$ cat src/rtl/rxf_pkg.sv
package rxf_pkg;
  typedef enum logic [2:0] {
    ST_IDLE, ST_RD0, ST_RD0_W, ST_RD1, ST_RD1_W, ST_FILL, ST_WB, ST_DROP
  } fill_st_e;

  typedef enum logic [1:0] {PH_PAD, PH_PAY, PH_CRC} phase_e;

  localparam int DSC_LEN_W = 16;
  localparam int BIT_EMPTY = 15;
  localparam int BIT_WRAP  = 13;
  localparam int BIT_LAST  = 11;
  localparam int BIT_LENV  = 5;
  localparam int BIT_TRUNC = 2;
  localparam logic [31:0] CRC_POLY = 32'hEDB88320;
  localparam logic [31:0] CRC_SEED = 32'hFFFFFFFF;
endpackage

$ cat src/rtl/rxf_crc32.sv
module rxf_crc32
  import rxf_pkg::*;
(
  input  logic       clk_i,
  input  logic       rst_ni,
  input  logic       init_i,
  input  logic       upd_i,
  input  logic [7:0] data_i,
  input  logic [1:0] sel_i,
  output logic [7:0] byte_o
);
  logic [31:0] c_q;
  logic [31:0] fin;

  function automatic logic [31:0] crc_step(input logic [31:0] c, input logic [7:0] b);
    logic [31:0] r;
    r = c ^ {24'h0, b};
    for (int i = 0; i < 8; i++) r = r[0] ? ((r >> 1) ^ CRC_POLY) : (r >> 1);
    return r;
  endfunction

  always_ff @(posedge clk_i or negedge rst_ni) begin
    if (!rst_ni)     c_q <= CRC_SEED;
    else if (init_i) c_q <= CRC_SEED;
    else if (upd_i)  c_q <= crc_step(c_q, data_i);
  end

  assign fin = ~c_q;

  // most significant byte goes out first
  always_comb begin
    case (sel_i)
      2'd0:    byte_o = fin[31:24];
      2'd1:    byte_o = fin[23:16];
      2'd2:    byte_o = fin[15:8];
      default: byte_o = fin[7:0];
    endcase
  end

  AST_CRC_HOLD: assert property (@(posedge clk_i) disable iff (!rst_ni)
    (!init_i && !upd_i) |=> $stable(c_q));
endmodule

$ cat src/rtl/rxf_ring_idx.sv
module rxf_ring_idx #(
  parameter int IDX_W = 8,
  parameter int AW    = 16
) (
  input  logic             clk_i,
  input  logic             rst_ni,
  input  logic             adv_i,
  input  logic             wrap_i,
  input  logic [AW-1:0]    base_i,
  output logic [IDX_W-1:0] idx_o,
  output logic [AW-1:0]    w0_addr_o,
  output logic [AW-1:0]    w1_addr_o
);
  logic [IDX_W-1:0] idx_q;

  always_ff @(posedge clk_i or negedge rst_ni) begin
    if (!rst_ni)    idx_q <= '0;
    else if (adv_i) idx_q <= wrap_i ? '0 : idx_q + 1'b1;
  end

  assign idx_o     = idx_q;
  assign w0_addr_o = base_i + AW'({idx_q, 3'b000});
  assign w1_addr_o = base_i + AW'({idx_q, 3'b100});

  AST_WRAP_ZERO: assert property (@(posedge clk_i) disable iff (!rst_ni)
    (adv_i && wrap_i) |=> (idx_q == '0));
  AST_STEP_ONE: assert property (@(posedge clk_i) disable iff (!rst_ni)
    (adv_i && !wrap_i) |=> (idx_q == IDX_W'($past(idx_q) + 1'b1)));
endmodule

$ cat src/rtl/rx_bd_fill.sv
module rx_bd_fill
  import rxf_pkg::*;
#(
  parameter int AW    = 16,
  parameter int IDX_W = 8
) (
  input  logic          clk_i,
  input  logic          rst_ni,
  input  logic          rx_kick_i,
  input  logic [AW-1:0] ring_base_i,
  input  logic [15:0]   max_buf_i,
  input  logic [15:0]   trunc_lim_i,
  input  logic [31:0]   rx_ctrl_i,
  input  logic          shift16_i,
  input  logic          s_valid_i,
  input  logic [7:0]    s_data_i,
  input  logic          s_last_i,
  output logic          s_ready_o,
  output logic          dsc_re_o,
  output logic          dsc_we_o,
  output logic [AW-1:0] dsc_addr_o,
  output logic [31:0]   dsc_wdata_o,
  input  logic [31:0]   dsc_rdata_i,
  output logic          buf_we_o,
  output logic [AW-1:0] buf_addr_o,
  output logic [7:0]    buf_data_o,
  output logic          rx_active_o,
  output logic          irq_rxb_o,
  output logic          irq_rxf_o
);
  localparam int LW = DSC_LEN_W;

  fill_st_e st_q;
  phase_e   ph_q;
  logic            chk_q, pad_q, tr_q, fin_q, act_q;
  logic [1:0]      csel_q;
  logic [LW-1:0]   cnt_q, placed_q;
  logic [15:0]     w0_q;
  logic [AW-1:0]   baddr_q;

  logic            take, emit, crc_upd, crc_init, adv;
  logic            at_trunc, is_final, buf_full_nxt, lenv;
  logic [7:0]      crc_byte;
  logic [15:0]     wb_flags;
  logic [LW:0]     len_tot;
  logic [AW-1:0]   w0_addr, w1_addr;
  logic [IDX_W-1:0] idx;
  logic            unused_ok;

  rxf_crc32 u_crc (
    .clk_i, .rst_ni, .init_i(crc_init), .upd_i(crc_upd),
    .data_i(s_data_i), .sel_i(csel_q), .byte_o(crc_byte)
  );

  rxf_ring_idx #(.IDX_W(IDX_W), .AW(AW)) u_ring (
    .clk_i, .rst_ni, .adv_i(adv), .wrap_i(w0_q[BIT_WRAP]), .base_i(ring_base_i),
    .idx_o(idx), .w0_addr_o(w0_addr), .w1_addr_o(w1_addr)
  );

  assign unused_ok    = ^{dsc_rdata_i[31:AW], rx_ctrl_i[15:0], idx};
  assign at_trunc     = (placed_q == trunc_lim_i - 16'd4);
  assign is_final     = (ph_q == PH_CRC) && (csel_q == 2'd3);
  assign buf_full_nxt = (cnt_q + 16'd1 == max_buf_i);
  assign len_tot      = {1'b0, placed_q} + 17'd4;
  assign lenv         = tr_q || (len_tot > {1'b0, rx_ctrl_i[31:16]});

  always_comb begin
    wb_flags = w0_q & ~(16'(1) << BIT_EMPTY) & ~(16'(1) << BIT_LAST)
                    & ~(16'(1) << BIT_LENV) & ~(16'(1) << BIT_TRUNC);
    if (fin_q) begin
      wb_flags[BIT_LAST]  = 1'b1;
      wb_flags[BIT_LENV]  = lenv;
      wb_flags[BIT_TRUNC] = tr_q;
    end
  end

  always_comb begin
    s_ready_o   = 1'b0;
    dsc_re_o    = 1'b0;
    dsc_we_o    = 1'b0;
    dsc_addr_o  = w0_addr;
    dsc_wdata_o = {cnt_q, wb_flags};
    buf_data_o  = 8'h00;
    take = 1'b0; emit = 1'b0; crc_upd = 1'b0; crc_init = 1'b0; adv = 1'b0;
    irq_rxb_o = 1'b0; irq_rxf_o = 1'b0;
    case (st_q)
      ST_IDLE: crc_init = act_q && s_valid_i;
      ST_RD0:  dsc_re_o = 1'b1;
      ST_RD1: begin dsc_re_o = 1'b1; dsc_addr_o = w1_addr; end
      ST_FILL: begin
        case (ph_q)
          PH_PAD: emit = 1'b1;
          PH_PAY: begin
            s_ready_o  = 1'b1;
            take       = s_valid_i;
            emit       = s_valid_i && !at_trunc;
            crc_upd    = s_valid_i;
            buf_data_o = s_data_i;
          end
          default: begin emit = 1'b1; buf_data_o = crc_byte; end
        endcase
      end
      ST_WB: begin
        dsc_we_o  = 1'b1;
        adv       = 1'b1;
        irq_rxf_o = fin_q;
        irq_rxb_o = !fin_q;
      end
      ST_DROP: s_ready_o = 1'b1;
      default: ;
    endcase
  end

  assign buf_we_o    = emit;
  assign buf_addr_o  = baddr_q + AW'(cnt_q);
  assign rx_active_o = act_q;

  always_ff @(posedge clk_i or negedge rst_ni) begin
    if (!rst_ni) begin
      st_q <= ST_IDLE; ph_q <= PH_PAY;
      chk_q <= 1'b0; pad_q <= 1'b0; tr_q <= 1'b0; fin_q <= 1'b0; act_q <= 1'b0;
      csel_q <= '0; cnt_q <= '0; placed_q <= '0; w0_q <= '0; baddr_q <= '0;
    end else begin
      case (st_q)
        ST_IDLE: begin
          if (act_q && s_valid_i) begin
            ph_q <= shift16_i ? PH_PAD : PH_PAY;
            pad_q <= 1'b0; csel_q <= '0; placed_q <= '0; tr_q <= 1'b0;
            chk_q <= 1'b0; st_q <= ST_RD0;
          end else if (rx_kick_i) begin
            chk_q <= 1'b1; st_q <= ST_RD0;
          end
        end
        ST_RD0: st_q <= ST_RD0_W;
        ST_RD0_W: begin
          w0_q <= dsc_rdata_i[15:0];
          if (chk_q) begin
            act_q <= dsc_rdata_i[BIT_EMPTY];
            st_q  <= ST_IDLE;
          end else if (dsc_rdata_i[BIT_EMPTY]) begin
            st_q <= ST_RD1;
          end else begin
            act_q <= 1'b0;
            st_q  <= (ph_q == PH_CRC) ? ST_IDLE : ST_DROP;
          end
        end
        ST_RD1: st_q <= ST_RD1_W;
        ST_RD1_W: begin
          baddr_q <= dsc_rdata_i[AW-1:0];
          cnt_q   <= '0;
          st_q    <= ST_FILL;
        end
        ST_FILL: begin
          if (emit) begin
            cnt_q <= cnt_q + 16'd1;
            if (ph_q != PH_CRC) placed_q <= placed_q + 16'd1;
          end
          case (ph_q)
            PH_PAD: begin
              pad_q <= 1'b1;
              if (pad_q) ph_q <= PH_PAY;
            end
            PH_PAY: if (take) begin
              if (at_trunc) tr_q <= 1'b1;
              if (s_last_i) ph_q <= PH_CRC;
            end
            default: csel_q <= csel_q + 2'd1;
          endcase
          if (emit && (is_final || buf_full_nxt)) begin
            fin_q <= is_final;
            st_q  <= ST_WB;
          end
        end
        ST_WB: begin
          chk_q <= fin_q;
          st_q  <= ST_RD0;
        end
        ST_DROP: if (s_valid_i && s_last_i) st_q <= ST_IDLE;
        default: st_q <= ST_IDLE;
      endcase
    end
  end

  AST_BUF_LIMIT: assert property (@(posedge clk_i) disable iff (!rst_ni)
    buf_we_o |-> (cnt_q < max_buf_i));
  AST_IRQ_EXCL: assert property (@(posedge clk_i) disable iff (!rst_ni)
    !(irq_rxb_o && irq_rxf_o));
  AST_TRUNC_LEN: assert property (@(posedge clk_i) disable iff (!rst_ni)
    (dsc_we_o && dsc_wdata_o[BIT_TRUNC]) |-> (placed_q + 16'd4 == trunc_lim_i));
  AST_ACTIVE_FROM_DESC: assert property (@(posedge clk_i) disable iff (!rst_ni)
    (st_q == ST_RD0_W && chk_q) |=> (act_q == $past(dsc_rdata_i[BIT_EMPTY])));
endmodule

$ cat config.mk
export PLATFORM = sky130hd
export DESIGN_NAME = rx_bd_fill
export DESIGN_NICKNAME = d
export VERILOG_FILES = /design/src/rtl/rxf_pkg.sv /design/src/rtl/rxf_crc32.sv /design/src/rtl/rxf_ring_idx.sv /design/src/rtl/rx_bd_fill.sv
export SDC_FILE = /design/constraint.sdc
export NUM_CORES = 1
export LEC_CHECK = 0
export ABC_CLOCK_PERIOD_IN_PS = 4600
export BUFFER_PORTS_ARGS = -buffer_cell sky130_fd_sc_hd__buf_2
export CELL_PAD_IN_SITES_DETAIL_PLACEMENT = 0
export CELL_PAD_IN_SITES_GLOBAL_PLACEMENT = 2
export CORE_AREA = 2 2 176 161
export CTS_CLUSTER_SIZE = 30
export DETAILED_ROUTE_END_ITERATION = 7
export DIE_AREA = 0 0 178 163
export GPL_TIMING_DRIVEN = 0
export PLACE_DENSITY = 0.83
export RECOVER_POWER = 100
export SYNTH_ARGS = -nofsm -noshare
export SYNTH_HDL_FRONTEND = slang
export SYNTH_HIERARCHICAL = 1
export SYNTH_SLANG_ARGS = --single-unit
$ cat constraint.sdc
create_clock -name clk_i -period 4.6 [get_ports clk_i]
set_input_delay 0.69 -clock clk_i [delete_from_list [all_inputs] [get_ports clk_i]]
set_output_delay 0.69 -clock clk_i [all_outputs]
set_load 0.02 [all_outputs]
==> out/qor.csv, run 1 <==
stage;metric;value;unit
outcome;status;finished with violations;
outcome;failing checks;capacitance limit, slew limit;
logic_synthesis;Yosys warnings;6;
grt;number of global-route vias before repair;8026;
pwr;worst vdd ir;0.353;mV
critical_path;crit-path leading delay family;simple AND/OR/NAND/NOR gates;
flow_run;max-cap violations;2;
finish;Reg area;2840;um^2
die;Chip Height;163;um
grt;remaining global-route overflow;0;
drt;WL per Instance;16.6;um
drt;final WL;26800;um
grt;initial antenna violation count;3;
logic_synthesis;post-synth cell types;86;
critical_path;R2R depth;8;
die;Rows;58;
sta;setup TNS;0;ns
placement;HPWL after detailed placement;20600;um
drt;Vias;8151;
pwr;Power Dens Cells;554;nW/um^2
logic_synthesis;Synth async-reset ratio;100;%
logic_synthesis;Mapped Area;9630;um^2
drt;Final ANT Viol Nets;0;
worst_hold_path;Hold Path End;w0_q[12]$_DFFE_PN0P_;
sta;fin crit share;94.1;%
die;Starting Density;35.2;%
sta;Final setup viols;0;
sta;clock skew after layout;0.0110;ns
logic_synthesis;Avg Cell Area, Syn;9.03;um^2
critical_path;WP buf/inv;5;
critical_path;Crit path largest cell delay;0.45;ns
worst_hold_path;WHS Path Cells;1;
critical_path;RR Startpoint;st_q[2]$_DFFE_PN0P_;
logic_synthesis;Seq/Total Area, Yosys;29.5;%
grt;largest net degree at the start of global routing;63;
critical_path;critical path capture point type;primary output;
clock_network;CTS sink cnt;112;
sta;FMAX;231;MHz
drt;DRC viols;0;
sta;slew of the pin with the lowest slew margin;2.96;ns
finish;share of layout cells above drive strength 1;20.0;%
grt;first-pass GRT wire length;43200;um
critical_path;critical path startpoint category;input port;
critical_path;Worst Path Required;3.91;ns
die;Top Ports;205;
drt;drt via density;5.05;
finish;Finished Core Util;40.7;%
worst_hold_path;Hold Crit Class;flop to flop;
die;core box area;27400;um^2
critical_path;Crit Reg-Reg Endpoint;u_crc/c_q[3]$_DFFE_PN1P_;
finish;Layout area overhead;15.7;%
critical_path;crit-path cells;clkbuf_1 -> inv_1 -> ha_1 -> or4b_1 -> clkbuf_1 -> nor3_1 -> mux2_2 -> o21ai_0 -> nand4b_4 -> nand2_4 -> inv_1 -> clkbuf_2;
clock_network;# hold bufs at CTS;0;
clock_network;Max clock buf depth;2;
placement;routability cong.;0.788;
critical_path;R2R Setup Slk;1.09;ns
pwr;leakage power;4.70;nW
clock_network;CTS root buffer;clkbuf_16;
logic_synthesis;top_reg_cell synth;dfrtp_1;
critical_path;crit path kind;input port to primary output;
critical_path;CP max-delay cell;or4b_1;
sta;Final min period;4.33;ns
clock_network;CTS Buf Count;9;
die;die width;178;um
drt;Pre-antenna DRT Iters;5;
logic_synthesis;register bit count reported by yosys;112;
sta;Slew headroom;-97.5;%
drt;initial DRC count;465;
grt;GRT Overall Usage;18.9;%
clock_network;CTS HTree Levels;3;
clock_network;Clock Latency Late Sink;0.37;ns
worst_hold_path;hold path startpoint;w0_q[12]$_DFFE_PN0P_;
finish;Final #Nets;1420;
pwr;total power;6.17;mW
clock_network;post_cts resized;0;
logic_synthesis;post-synth net total;1241;
finish;fillers;2853;
placement;number of port buffers;168;
sta;RSZ-0062 raised after global routing;false;
clock_network;postcts setup bufs;0;
clock_network;CTS clk-pin slew, worst paths;0.08;ns
critical_path;crit path max fanout;8;
logic_synthesis;Post-Synthesis Cells;1067;
clock_network;CTS tree;built;
finish;area of the multi-input gates;6250;um^2
sta;Fin. Hold Viols;0;
sta;WHS;0.511;ns
critical_path;Arrival @ worst endpoint;3.64;ns
sta;max-slew violations;58;
logic_synthesis;EDFF count, synth;0;
die;Die ar.;29000;um^2
## placed cells by master, fill, tap and decap left out, types with 33 or more instances in the layout
cell type | netlist | final
dfrtp_1 | 79 | 79
inv_1 | 57 | 58
nand2_1 | 78 | 78
nor2_1 | 82 | 82
xor2_1 | 48 | 48
xnor2_1 | 91 | 91
nand3_1 | 37 | 37
mux2_2 | 46 | 46
ha_1 | 45 | 45
buf_2 | 7 | 100
clkbuf_1 | 39 | 112
o21ai_0 | 47 | 54
a21oi_1 | 50 | 52
dfstp_2 | 33 | 33
## synth_stat cells (all sizes together), types with 5 or more instances
cell type | count | area share, %
nand2 | 79 | 3.2
mux2i | 13 | 1.4
mux2 | 46 | 5.4
nor4 | 9 | 0.58
nor3 | 23 | 1.2
nor2 | 82 | 3.2
xor2 | 51 | 5.0
nand4 | 20 | 1.4
buf | 19 | 1.4
a211oi | 6 | 0.47
dfstp | 33 | 9.0
nand3 | 38 | 2.0
a211o | 9 | 0.82
and3 | 9 | 0.58
o31ai | 12 | 0.94
ha | 45 | 5.8
a21oi | 53 | 2.9
o21ai | 55 | 2.9
nor2b | 21 | 1.4
a21o | 9 | 0.70
or3 | 8 | 0.52
nor3b | 6 | 0.47
o22ai | 7 | 0.45
mux4 | 8 | 1.9
inv | 58 | 2.3
o211ai | 10 | 0.83
nand2b | 10 | 0.65
o21a | 13 | 1.0
or4 | 13 | 1.1
nand3b | 5 | 0.39
clkbuf | 39 | 1.5
a22oi | 9 | 0.70
or2 | 8 | 0.52
dfrtp | 79 | 21
xnor2 | 104 | 11
and2 | 6 | 0.39
## how the worst max path moves through the flow
stage,slack (ns),end,start,depth (start not counted)
after detailed placement,0.53,buf_we_o,trunc_lim_i[2],12
after global routing,0.05,buf_we_o,trunc_lim_i[2],12
after CTS,0.15,buf_addr_o[14],cnt_q[0]$_DFFE_PN0P_,12
after global placement,0.50,buf_we_o,trunc_lim_i[2],12
after floorplan,1.01,buf_we_o,trunc_lim_i[7],8
final,0.27,buf_we_o,trunc_lim_i[2],12
## kinds of logic (layout without fill, tap and decap cells)
kind of cell	Yosys count	after routing	synth area share [%]
simple gates	346	346	18.6
other cells	1	3	0.0389
xor+xnor	158	158	16.7
fa+ha+maj	48	48	6.47
mux	67	67	8.64
compound gates	216	216	14.8
buf+inv	119	303	5.27
flops	112	112	29.5
## where the power goes
part / internal (mW) / total (mW) / switching (mW)
sequential: 1.39 / 1.68 / 0.295
combinational: 1.57 / 3.64 / 2.07
clock: 0.413 / 0.840 / 0.427
## state kept, by name (all words and copies together), names as in the netlist
name and count:
baddr_q 16, chk_q 1, cnt_q 16, csel_q 2, fin_q 1, pad_q 1
ph_q 2, placed_q 16, rx_active_o 1, st_q 3, tr_q 1, u_crc/c_q 32
u_ring/idx_o 8, w0_q 12
## final cells by class
type | instances | share of cell area (%)
clock buffers | 10 | 2.25
flip-flops and latches | 112 | 25.5
well taps | 360 | 4.04
multi-input cells | 836 | 56.1
plain buffers | 57 | 2.43
inverters | 61 | 2.06
repair buffers | 169 | 6.99
clock inverters | 6 | 0.517
diodes | 2 | 0.0449
## per-stage QoR
| step | cells | area [um^2] | setup slack [ns] |
|---|---|---|---|
| 6_report | 1613 | 11100 | 0.270 |
| 5_1_grt | 1612 | 11100 | 0.0522 |
| 4_1_cts | 1612 | 11300 | 0.153 |
| 3_5_place_dp | 1596 | 11000 | 0.527 |
| 3_3_place_gp | 1595 | 10900 | 0.503 |
| 2_1_floorplan | 1067 | 9630 | 1.01 |
## layer usage
layer  vias up  part of all wire (%)  global-route usage [%]
met3        21                   3.8                    2.29
met5         -                 0.048                       0
li1       4128                     -                       -
met2       145                    45                    30.7
met4         2                   1.2                    4.62
met1      3855                    50                    26.6
(Power assumes the default switching activity.)
==> run 2, diff against run 1 <==
--- a/config.mk
+++ b/config.mk
@@ -5,7 +5,7 @@
 export SDC_FILE = /design/constraint.sdc
 export NUM_CORES = 1
 export LEC_CHECK = 0
-export ABC_CLOCK_PERIOD_IN_PS = 4600
+export ABC_CLOCK_PERIOD_IN_PS = 5500
 export BUFFER_PORTS_ARGS = -buffer_cell sky130_fd_sc_hd__buf_2
 export CELL_PAD_IN_SITES_DETAIL_PLACEMENT = 0
 export CELL_PAD_IN_SITES_GLOBAL_PLACEMENT = 2
==> constraint.sdc (replaced) <==
create_clock -name clk_i -period 5.5 [get_ports clk_i]
set_input_delay 0.825 -clock clk_i [delete_from_list [all_inputs] [get_ports clk_i]]
set_output_delay 0.825 -clock clk_i [all_outputs]
set_load 0.02 [all_outputs]
==> out/qor.csv, run 2 (synthesis gave the netlist of run 1 again) <==
stage;metric;value;unit;change
outcome;status;finished with violations;;
outcome;failing checks;capacitance limit, slew limit;;
finish;Layout area overhead;15.1;%;
die;Chip Height;163;um;unchanged
pwr;Power Dens Cells;464;nW/um^2;-16%
finish;fin cells;1614;;+0.062%
placement;HPWL after detailed placement;20600;um;unchanged
sta;WHS;0.511;ns;+0.000210 ns
critical_path;crit path kind;input port to primary output;;
grt;number of global-route vias before repair;8026;;unchanged
drt;Vias;8172;;+0.26%
grt;first-pass GRT wire length;43200;um;unchanged
sta;Fin. Hold Viols;0;;unchanged
placement;routability cong.;0.788;;unchanged
finish;Final #Nets;1421;;+0.070%
grt;met3 global-route usage;2.29;%;unchanged
finish;leading cell type in the layout, fill and taps excluded;clkbuf_1;;
clock_network;CTS sink cnt;112;;unchanged
grt;remaining global-route overflow;0;;unchanged
die;core box area;27400;um^2;unchanged
clock_network;post_cts resized;0;;unchanged
sta;setup TNS;0;ns;unchanged
placement;dpl cells;1596;;unchanged
placement;number of port buffers;168;;unchanged
sta;Slew headroom;-88.1;%;+9.4 points
sta;clock skew after layout;0.0114;ns;+0.000379 ns
sta;fin crit share;88.7;%;
sta;Final min period;4.88;ns;
critical_path;Arrival @ worst endpoint;4.05;ns;+0.41 ns
grt;global-route met2 utilization;30.7;%;unchanged
finish;Largest Register;u_crc/c_q;;
finish;Finished Core Util;40.5;%;-0.20 points
critical_path;crit path max fanout;8;;unchanged
drt;drt via density;5.06;;+0.20%
finish;fillers;2866;;+0.46%
die;Die ar.;29000;um^2;unchanged
drt;final WL;26900;um;+0.12%
placement;Cell Area, Placed;11000;um^2;unchanged
clock_network;Clock Latency Late Sink;0.37;ns;about the same
flow_run;max-cap violations;3;;+1
pwr;leakage power;4.64;nW;-1.2%
die;Rows;58;;unchanged
finish;share of layout cells above drive strength 1;19.4;%;-0.58 points
clock_network;Max clock buf depth;2;;unchanged
critical_path;Worst Path Required;4.68;ns;+0.77 ns
drt;Final ANT Viol Nets;0;;unchanged
finish;most frequent cells in the layout;118 x clkbuf_1, 98 x buf_2, 91 x xnor2_1;;
sta;max-slew violations;122;;+110%
grt;largest net degree at the start of global routing;63;;unchanged
clock_network;CTS clk-pin slew, worst paths;0.08;ns;about the same
sta;Final setup viols;0;;unchanged
drt;DRC viols;0;;unchanged
clock_network;postcts setup bufs;0;;unchanged
pwr;worst vdd ir;0.295;mV;-16%
clock_network;CTS HTree Levels;3;;unchanged
die;die width;178;um;unchanged
critical_path;critical path capture point type;primary output;;
finish;max reg flops;32;;unchanged
grt;initial antenna violation count;3;;unchanged
clock_network;CTS tree;built;;
grt;global route hottest layer;met2;;
finish;fin area;11100;um^2;-0.49%
drt;Pre-antenna DRT Iters;6;;+1
sta;slew of the pin with the lowest slew margin;2.82;ns;-0.142 ns
die;Top Ports;205;;unchanged
grt;GRT Overall Usage;18.9;%;unchanged
sta;RSZ-0062 raised after global routing;false;;
drt;WL per Instance;16.6;um;about the same
die;Starting Density;35.2;%;unchanged
critical_path;critical path startpoint category;input port;;
grt;met1 Use GR;26.6;%;unchanged
sta;FMAX;205;MHz;
clock_network;CTS Buf Count;9;;unchanged
worst_hold_path;Hold Crit Class;flop to flop;;
clock_network;# hold bufs at CTS;0;;unchanged
drt;initial DRC count;467;;+0.43%
clock_network;CTS root buffer;clkbuf_16;;
-- run 2: changes by cell type in the layout (fill, tap and decap cells not counted), sizes merged --
cell and delta:
buf -4, clkbuf +5
-- run 2: routing by layer --
metal	wire length, um	share of wire [%]
met5	11	0.041
met4	336	1.3
met3	1080	4.0
met2	12100	45
met1	13400	50
-- run 2: final cells by class --
type / count / area (um^2) / share of cell area [%]
Inverter: 61 / 229 / 2.07
Clock buffer: 10 / 250 / 2.26
Sequential cell: 112 / 2840 / 25.7
Antenna cell: 2 / 5.00 / 0.0452
Clock inverter: 6 / 57.6 / 0.519
Buffer: 58 / 267 / 2.40
Multi-Input combinational cell: 836 / 6230 / 56.2
Tap cell: 360 / 450 / 4.06
Timing Repair Buffer: 169 / 751 / 6.77
-- run 2: final timing paths --
check	slack, ns	to	startpoint	depth (start not counted)
setup / recovery	0.62	buf_we_o	trunc_lim_i[2]	12
setup reg to reg	1.78	cnt_q[8]$_DFFE_PN0P_	placed_q[15]$_DFFE_PN0P_	9
min in group asynchronous	1.37	baddr_q[0]$_DFFE_PN0P_	rst_ni	1
hold reg to reg	0.51	w0_q[12]$_DFFE_PN0P_	w0_q[12]$_DFFE_PN0P_	1
hold / removal	0.51	w0_q[12]$_DFFE_PN0P_	w0_q[12]$_DFFE_PN0P_	1
max in group asynchronous	1.34	placed_q[3]$_DFFE_PN0P_	rst_ni	2
-- run 2: critical path: stages --
cell and delay (ns):
clkbuf_1 0.16, inv_1 0.09, ha_1 0.20, or4b_1 0.45
clkbuf_1 0.19, nor3_1 0.27, mux2_2 0.36, o21ai_0 0.26
nand4b_1 0.39, nand2_1 0.36, inv_1 0.25, clkbuf_1 0.24
-- run 2: metrics by stage --
stage | power (mW) | worst slack [ns]
finish | 5.14 | 0.621
detailed placement | 4.57 | 1.16
floorplan | 3.75 | 1.64
CTS | 5.29 | 0.918
global placement | 4.53 | 1.13
global route | 5.58 | 0.371
-- run 2: power breakdown --
part,internal [mW],total (mW),switching [mW]
combinational,1.30,3.03,1.73
clock,0.346,0.702,0.356
sequential,1.16,1.41,0.247
==> run 3, diff against run 2 <==
--- a/config.mk
+++ b/config.mk
@@ -20,3 +20,4 @@
 export SYNTH_HDL_FRONTEND = slang
 export SYNTH_HIERARCHICAL = 1
 export SYNTH_SLANG_ARGS = --single-unit
+export TNS_END_PERCENT = 50
==> constraint.sdc (replaced) <==
create_clock -name clk_i -period 5.5 [get_ports clk_i]
set_input_delay 0.55 -clock clk_i [delete_from_list [all_inputs] [get_ports clk_i]]
set_output_delay 0.55 -clock clk_i [all_outputs]
set_load 0.02 [all_outputs]
==> out/qor.csv, run 3 (synthesis gave the netlist of run 1 again) <==
stage;metric;value;unit;change
outcome;status;finished with violations;;
outcome;failing checks;capacitance limit, slew limit;;
grt;GRT Overall Usage;18.9;%;unchanged
grt;first-pass GRT wire length;43200;um;unchanged
drt;final WL;26800;um;about the same
critical_path;R2R depth;9;;unchanged
grt;initial antenna violation count;3;;unchanged
sta;FMAX;228;MHz;+11%
clock_network;post_cts resized;0;;unchanged
clock_network;postcts setup bufs;0;;unchanged
placement;HPWL after detailed placement;20600;um;unchanged
clock_network;CTS tree;built;;
clock_network;Clock Latency Late Sink;0.37;ns;about the same
die;Top Ports;205;;unchanged
clock_network;Max clock buf depth;2;;unchanged
drt;drt via density;5.05;;-0.20%
drt;Pre-antenna DRT Iters;7;;+1
worst_hold_path;hold path startpoint;dsc_rdata_i[2];;
finish;share of layout cells above drive strength 1;19.5;%;+0.080 points
sta;Final min period;4.40;ns;-0.483 ns
sta;Slew headroom;-88.1;%;unchanged
sta;slew of the pin with the lowest slew margin;2.82;ns;unchanged
drt;Vias;8156;;-0.20%
critical_path;crit path kind;flop to primary output;;
sta;setup TNS;0;ns;unchanged
clock_network;CTS root buffer;clkbuf_16;;
sta;WHS;0.414;ns;-0.0973 ns
die;Starting Density;35.2;%;unchanged
finish;area of the multi-input gates;6230;um^2;unchanged
placement;routability cong.;0.788;;unchanged
critical_path;Crit path largest cell delay;0.82;ns;+0.37 ns
die;Chip Height;163;um;unchanged
flow_run;max-cap violations;3;;unchanged
critical_path;CP max-delay cell;a2111oi_0;;
worst_hold_path;Hold Path End;baddr_q[2]$_DFFE_PN0P_;;
finish;Largest Register;u_crc/c_q;;
critical_path;R2R Setup Slk;1.78;ns;about the same
sta;max-slew violations;122;;unchanged
sta;RSZ-0062 raised after global routing;false;;
finish;most frequent cells in the layout;117 x clkbuf_1, 99 x buf_2, 91 x xnor2_1;;
critical_path;critical path capture point type;primary output;;
die;core box area;27400;um^2;unchanged
sta;Final WS setup;1.10;ns;+0.483 ns
clock_network;# hold bufs at CTS;0;;unchanged
drt;initial DRC count;467;;unchanged
finish;fin cells;1614;;unchanged
critical_path;crit-path cells;ha_1 -> inv_1 -> fa_1 -> nor2b_1 -> o21a_1 -> o21ai_0 -> a2111oi_0 -> o31ai_1 -> o21bai_1 -> a21oi_1 -> xnor2_1 -> clkbuf_1;;
pwr;Power Dens Cells;464;nW/um^2;about the same
clock_network;CTS sink cnt;112;;unchanged
finish;max reg flops;32;;unchanged
pwr;worst vdd ir;0.295;mV;about the same
critical_path;Crit Reg-Reg Endpoint;cnt_q[8]$_DFFE_PN0P_;;
grt;largest net degree at the start of global routing;63;;unchanged
drt;DRC viols;0;;unchanged
die;die width;178;um;unchanged
sta;Fin. Hold Viols;0;;unchanged
critical_path;crit path max fanout;8;;unchanged
finish;Layout area overhead;15.1;%;about the same
die;Die ar.;29000;um^2;unchanged
sta;fin crit share;79.9;%;-8.8 points
critical_path;Arrival @ worst endpoint;3.85;ns;-0.20 ns
grt;remaining global-route overflow;0;;unchanged
placement;dpl cells;1596;;unchanged
finish;Final #Nets;1421;;unchanged
critical_path;RR Startpoint;placed_q[15]$_DFFE_PN0P_;;
finish;leading cell type in the layout, fill and taps excluded;clkbuf_1;;
clock_network;CTS Buf Count;9;;unchanged
die;Rows;58;;unchanged
placement;Setup Slack @ Placement;1.60;ns;+0.445 ns
grt;number of global-route vias before repair;8026;;unchanged
pwr;leakage power;4.64;nW;about the same
clock_network;CTS HTree Levels;3;;unchanged
finish;fillers;2864;;-0.070%
placement;number of port buffers;168;;unchanged
critical_path;critical path startpoint category;flop;;
worst_hold_path;Hold Crit Class;input port to flop;;
pwr;total power;5.14;mW;about the same
sta;Final setup viols;0;;unchanged
worst_hold_path;WHS Path Cells;2;;+1
critical_path;Worst Path Required;4.95;ns;+0.27 ns
drt;Final ANT Viol Nets;0;;unchanged
drt;WL per Instance;16.6;um;about the same
sta;clock skew after layout;0.0116;ns;+0.000291 ns
clock_network;CTS clk-pin slew, worst paths;0.08;ns;about the same
finish;Reg area;2840;um^2;unchanged
[run 3: cell types whose count changed in the layout (fill, tap and decap cells not counted)]
cell,previous run,this run
buf_2,98,99
clkbuf_1,118,117
[run 3: where the power goes]
group,switching [mW],total [mW],internal [mW]
Clock,0.356,0.701,0.346
Combinational,1.73,3.03,1.30
Sequential,0.247,1.41,1.16
[run 3: area by class of cell]
type	count	area share (%)
antenna	2	0.0451
buffer	58	2.40
clock buffer	10	2.26
clock inverter	6	0.519
inverter	61	2.07
multi-input combinational	836	56.2
sequential	112	25.7
tap	360	4.06
timing repair buffer	169	6.78
[run 3: metrics by stage]
| step | instance area (um^2) | utilization, % |
|---|---|---|
| 2_1_floorplan | 9630 | - |
| 3_3_place_gp | 10900 | 39.9 |
| 3_5_place_dp | 11000 | 40.1 |
| 4_1_cts | 11300 | 41.2 |
| 5_1_grt | 11100 | 40.5 |
| 6_report | 11100 | 40.5 |
[run 3: critical path: cells and delay by family (launching register included)]
kind	cells	cell delay, ns
xor+xnor	1	0.13
buf+inv	2	0.31
compound gates	6	1.72
flops	1	0.50
fa+ha+maj	2	0.66
simple gates	1	0.14
[run 3: worst max-delay path by stage]
stage / to / cells after the start / slack, ns / from
2_1_floorplan: buf_addr_o[14] / 11 / 2.14 / cnt_q[0]$_DFFE_PN0P_
3_3_place_gp: buf_addr_o[14] / 12 / 1.62 / cnt_q[0]$_DFFE_PN0P_
4_1_cts: buf_addr_o[14] / 12 / 1.19 / cnt_q[0]$_DFFE_PN0P_
5_1_grt: buf_addr_o[14] / 12 / 0.77 / cnt_q[0]$_DFFE_PN0P_
3_5_place_dp: buf_addr_o[14] / 12 / 1.60 / cnt_q[0]$_DFFE_PN0P_
6_report: buf_addr_o[14] / 12 / 1.10 / cnt_q[0]$_DFFE_PN0P_
[run 3: per-layer routing]
layer / wire [um] / global-route usage (%) / up-vias
li1: - / - / 4132
met1: 13400 / 26.6 / 3849
met2: 12100 / 30.7 / 151
met3: 1070 / 2.29 / 22
met4: 336 / 4.62 / 2
met5: 11 / 0 / -
